--- config.mk ---
export PLATFORM = sky130hd
export DESIGN_NAME = conv_cal_sequencer
export DESIGN_NICKNAME = d
export VERILOG_FILES = /design/src/rtl/conv_cal_sequencer.sv
export SDC_FILE = /design/constraint.sdc
export NUM_CORES = 1
export LEC_CHECK = 0
export BUFFER_PORTS_ARGS = -buffer_cell sky130_fd_sc_hd__buf_2
export CORE_MARGIN = 2
export CORE_UTILIZATION = 52
export DETAILED_ROUTE_END_ITERATION = 12
export PLACE_DENSITY = 0.73
export SETUP_SLACK_MARGIN = 0.05
export SLEW_MARGIN = 20
export SYNTH_ARGS = -nofsm -noshare
export SYNTH_HDL_FRONTEND = slang
export SYNTH_SLANG_ARGS = --single-unit
--- constraint.sdc ---
create_clock -name clk -period 2.2 [get_ports clk]
set_input_delay 0.11 -clock clk [delete_from_list [all_inputs] [get_ports clk]]
set_output_delay 0.11 -clock clk [all_outputs]
set_load 0.05 [all_outputs]
--- src/rtl/conv_cal_sequencer.sv ---
module conv_cal_sequencer #(
  parameter int PULSE_CYC  = 2,
  parameter int SETTLE_CYC = 250000,
  parameter int CAL_CYC    = 272800,
  parameter int BLANK_CYC  = 13
) (
  input  logic clk,
  input  logic rst_n,
  input  logic pwr_on,
  input  logic recal_req,
  output logic adc_rst,
  output logic adc_cal,
  output logic adc_pd_n,
  output logic clk_en,
  output logic data_valid,
  output logic busy
);
  localparam int MAX_A = (SETTLE_CYC > CAL_CYC) ? SETTLE_CYC : CAL_CYC;
  localparam int MAX_B = (PULSE_CYC > BLANK_CYC) ? PULSE_CYC : BLANK_CYC;
  localparam int MAXC  = (MAX_A > MAX_B) ? MAX_A : MAX_B;
  localparam int CW    = $clog2(MAXC + 1);
  localparam logic [CW-1:0] L_SET = CW'(SETTLE_CYC - 1);
  localparam logic [CW-1:0] L_PUL = CW'(PULSE_CYC - 1);
  localparam logic [CW-1:0] L_CAL = CW'(CAL_CYC - 1);
  localparam logic [CW-1:0] L_BLK = CW'(BLANK_CYC - 1);

  typedef enum logic [2:0] {
    S_OFF, S_SETTLE, S_RST, S_CALP, S_CALW, S_BLANK, S_READY
  } seq_t;

  seq_t          st;
  logic [CW-1:0] cnt, lim;
  logic          pend;
  logic          done;

  always_comb begin
    case (st)
      S_SETTLE:      lim = L_SET;
      S_RST, S_CALP: lim = L_PUL;
      S_CALW:        lim = L_CAL;
      S_BLANK:       lim = L_BLK;
      default:       lim = '0;
    endcase
  end

  assign done = (cnt == lim);

  always_ff @(posedge clk) begin
    if (!rst_n || !pwr_on) begin
      st   <= S_OFF;
      cnt  <= '0;
      pend <= 1'b0;
    end else begin
      cnt <= done ? '0 : cnt + 1'b1;
      if (recal_req && busy) pend <= 1'b1;
      case (st)
        S_OFF:    st <= S_SETTLE;
        S_SETTLE: if (done) st <= S_RST;
        S_RST:    if (done) st <= S_CALP;
        S_CALP:   if (done) st <= S_CALW;
        S_CALW:   if (done) st <= S_BLANK;
        S_BLANK:  if (done) st <= S_READY;
        S_READY:
          if (recal_req || pend) begin
            st   <= S_RST;
            pend <= 1'b0;
          end
        default:  st <= S_OFF;
      endcase
    end
  end

  assign adc_rst    = (st == S_RST);
  assign adc_cal    = (st == S_CALP);
  assign adc_pd_n   = (st != S_OFF);
  assign clk_en     = (st != S_OFF);
  assign data_valid = (st == S_READY);
  assign busy       = (st != S_OFF) && (st != S_READY);
endmodule

==> run summary <==
The tools report the total internal power as 0.5402 mW. The height of the die is 51.89 µm, and the register-to-register setup slack is -8 ps. Yosys attributes the largest share of cell area to dfxtp_1 39%, xor2_1 9.5%, nor2_1 9.1%. Among cell families on the critical path, the largest total delay comes from simple AND/OR/NAND/NOR gates.

The final estimated routing congestion in global placement was 0.7469; the worst slack on hold paths was 134.7 ps. Setup repair after global routing could not meet its margin everywhere. The CTS buffer count is 3. Along the worst path, the maximum fanout reaches 6. The areal power density over the cells is 518.9 mW/mm², and the initial antenna violation count is 0. For this design, the sink count on the clock tree is 23. The checks that failed: negative setup slack. The remaining global-route overflow is 0, and the fraction of power consumed by the clock network is 0.257.

The tools report the number of nets with antenna violations after routing as 0. The transition time of the tightest slew-check pin was 638.9 ps. The fraction of synthesized cell area taken by the top area cell type was 0.3861. In the routed layout, each cell is associated on average with a via count of 5.492. The post-DP HPWL was 1677 µm. Port buffering added 9 buffers. The worst setup path is launched from a register. For this block, the routed nets add up to 2432 µm of wire. The tools report the buffer levels on the longest clock path as 2. After synthesis the cells add up to 0.001192 mm².

The worst path required time is 2420 ps, and the via count of the first global-routing pass is 906. The logs give 0.002191 mm² for the core area and 0.5613 nW for the total leakage power. The placement row count is 17. The detailed-route wire length per cell works out to 12.87 µm.

For this design the top-level I/O count stands at 10. The finished cells cover 0.001421 mm². For this design the total switching power over the nets is 0.1973 mW.

The worst hold path terminates at pend$_SDFF_PP0_. After the last flow step, the layout net total stands at 167. The first global-routing pass estimated 3760 µm of wire. Path class of the lowest-slack min-delay path: in2reg.

The proportion of power drawn by flip-flops and latches was 0.582; the worst hold path cell count was 3. STA puts the critical path data arrival time at 2430 ps. For the worst-skew pair, the clock arrives at the later sink with an insertion delay of 310 ps. Maximum vdd ir drop: 0.4023 mV. The run finished, with violations left. The global-route usage over all layers is 0.1893, and the stage delay of the slowest cell on the critical path is 500 ps. A synthesized cell averages 8.517 µm². Cell depth of the worst flop-to-flop path: 7.

The endpoint identified for the worst register-to-register timing path is cnt[12]$_SDFF_PP0_. Start point of the worst min-delay path: recal_req. The final number of hold-violating endpoints was 0. The H-tree depth reported by CTS is 1, and the clock edge transition at the registers on the reported setup and hold paths is 130 ps. By startpoint and endpoint, the worst setup path is classified as reg2reg. The die outline area was 0.002692 mm²; the detailed-routing iteration count for the pre-antenna-repair pass was 4.

The final setup violation count was 2; the area added between synthesis and finish was 19.20%. 0 antenna diodes ended up in the layout. The tools report the maximum number of pins on one net before global-route repair as 20.

The post-route clock period utilization is 1.003. The worst max-slew margin expressed relative to the limit was 0.5708; the total of fill cells in the finished design was 170. The sequential area share after synthesis is 0.3861.

TritonCTS built the clock tree. Counting both buffers and inverters, the worst setup path holds a total of 2. The proportion of layout cells with a drive suffix above 1 was 0.2547; the fraction of power spent switching nets was 0.2676. The synthesized netlist cell count is 140. The count of distinct cell types in the synthesized netlist was 35; the sequential standard cell area was 461.7 µm². The cell sitting at the root of the clock tree is a clkbuf_4. Once placement finished, the instance area stood at 0.001315 mm². The initial core utilization came out at 0.5443. Largest area contributor in the synthesized netlist: dfxtp_1.

The flop and latch count out of synthesis is 23, and the logic gate share of total power is 0.161. The number of nets produced by synthesis came out at 145. The multi-input combinational cells in the finished layout cover a total of 690.7 µm². The critical path goes through or4_1, or3_1, a222oi_1, buf_4, a21o_4, clkbuf_16, nor2_1. The origin of the critical flop-to-flop path was cnt[17]$_SDFF_PP0_. The tool flagged a number of max-cap violations equal to 0. The run gives 1038 as the total number of vias. The final count of pins violating max slew was 0.

Post-route worst setup slack: -7.615 ps. Derived from the worst setup path, the maximum achievable clock frequency is 453.0 MHz. The tools report the number of DRC markers in iteration 0 as 30. For this design, the slowest cell found on the critical path is or4_1. For the finished layout, the period the worst path requires is 2208 ps. Between clock sinks in the finished design, the worst skew comes to 13.38 ps. STA classifies the critical path endpoint as a register.

The total of warnings raised by yosys was 0; the die span in x was 51.89 µm. After detailed routing, the number of remaining DRC violations is 0.
-- layout by cell type, fill, tap and decap left out, types with 4 or more instances in the layout --
cell,instances
nand2_1,8
buf_2,9
nand4_1,9
dfxtp_1,22
nor2_2,5
nand3_1,7
xnor2_1,8
buf_4,12
nor3_1,4
xor2_1,13
nor2_1,22
-- cells in the mapped netlist (all sizes together) --
library cell / count
a2111oi: 1
a211o: 2
a211oi: 1
a21o: 1
a21oi: 1
a222oi: 1
a22oi: 1
a31oi: 1
a32oi: 1
and3: 3
buf: 6
clkbuf: 1
clkinv: 1
dfxtp: 23
ha: 1
inv: 3
nand2: 8
nand2b: 3
nand3: 7
nand4: 9
nor2: 29
nor3: 4
nor3b: 3
o2111ai: 1
o21ai: 1
o31ai: 1
or3: 2
or4: 3
xnor2: 8
xor2: 13
-- area by class of cell --
type,count,share of cell area
multi-input cells,106,0.4859
flip-flops and latches,23,0.3248
repair buffers,24,0.1347
well taps,28,0.02465
clock buffers,3,0.01585
inverters,4,0.01056
clock inverters,1,0.003521
-- metal layers --
| layer | vias to the layer above | wire [µm] | track usage |
|---|---|---|---|
| met3 | 2 | 53 | 0.03448 |
| met5 | - | 0 | 0 |
| met4 | 0 | 26 | 0.09649 |
| met2 | 9 | 1220 | 0.3228 |
| li1 | 535 | - | - |
| met1 | 492 | 1132 | 0.2250 |
-- what timing repair did --
item                                    in CTS  in global routing
cloned                                       0                  2
resized for setup                            0                 10
endpoints found under the setup margin      19                 20
pin swaps                                    0                  7
hold buffers                                 0                  0
buffers inserted                             0                  1
-- how the worst max path moves through the flow --
stage | startpoint | end | slack (ps) | cells after the start
CTS | cnt[17]$_SDFF_PP0_ | cnt[10]$_SDFF_PP0_ | 40 | 7
global route | cnt[17]$_SDFF_PP0_ | cnt[8]$_SDFF_PP0_ | -70 | 7
finish | cnt[17]$_SDFF_PP0_ | cnt[12]$_SDFF_PP0_ | -8 | 7
global placement | cnt[17]$_SDFF_PP0_ | cnt[5]$_SDFF_PP0_ | 90 | 7
floorplan | cnt[17]$_SDFF_PP0_ | cnt[4]$_SDFF_PP0_ | -50 | 7
detailed placement | cnt[17]$_SDFF_PP0_ | cnt[10]$_SDFF_PP0_ | 70 | 7
-- tightest hold or removal path: cells and delay by family --
kind                   cells  cell delay (ps)
AO/OA/AOI/OAI              1              120
buffers and inverters      1              110
AND/OR/NAND/NOR            1               60
-- power by group through the flow --
stage / Clock [mW] / Sequential (mW) / Combinational (mW)
final: 0.189 / 0.429 / 0.119
after global routing: 0.216 / 0.430 / 0.128
after CTS: 0.196 / 0.429 / 0.101
after detailed placement: 0 / 0.439 / 0.100
after global placement: 0 / 0.438 / 0.0981
after floorplan: 0 / 0.435 / 0.0809
-- flip-flops by register name, indices dropped and copies added, names as in the netlist --
name,cells
cnt,19
pend,1
st,3
-- metrics by stage --
stage	setup TNS [ps]	util	power, mW	setup WS [ps]	instances
floorplan	-484.4	-	0.5158	-49.39	140
global placement	0	0.6002	0.5361	87.94	182
detailed placement	0	0.6002	0.5387	65.36	182
CTS	0	0.6128	0.7261	37.04	186
global route	-987.9	0.6488	0.7739	-69.05	189
finish	-11.39	0.6488	0.7375	-7.615	189
-- kinds of logic after synthesis --
logic type,share of synthesized area
AO/OA/AOI/OAI,0.09025
XOR/XNOR,0.1543
adder cells (fa/ha/maj),0.01049
buffers and inverters,0.06819
flip-flops,0.3861
AND/OR/NAND/NOR,0.2907
Power figures use the tool's default switching activity.
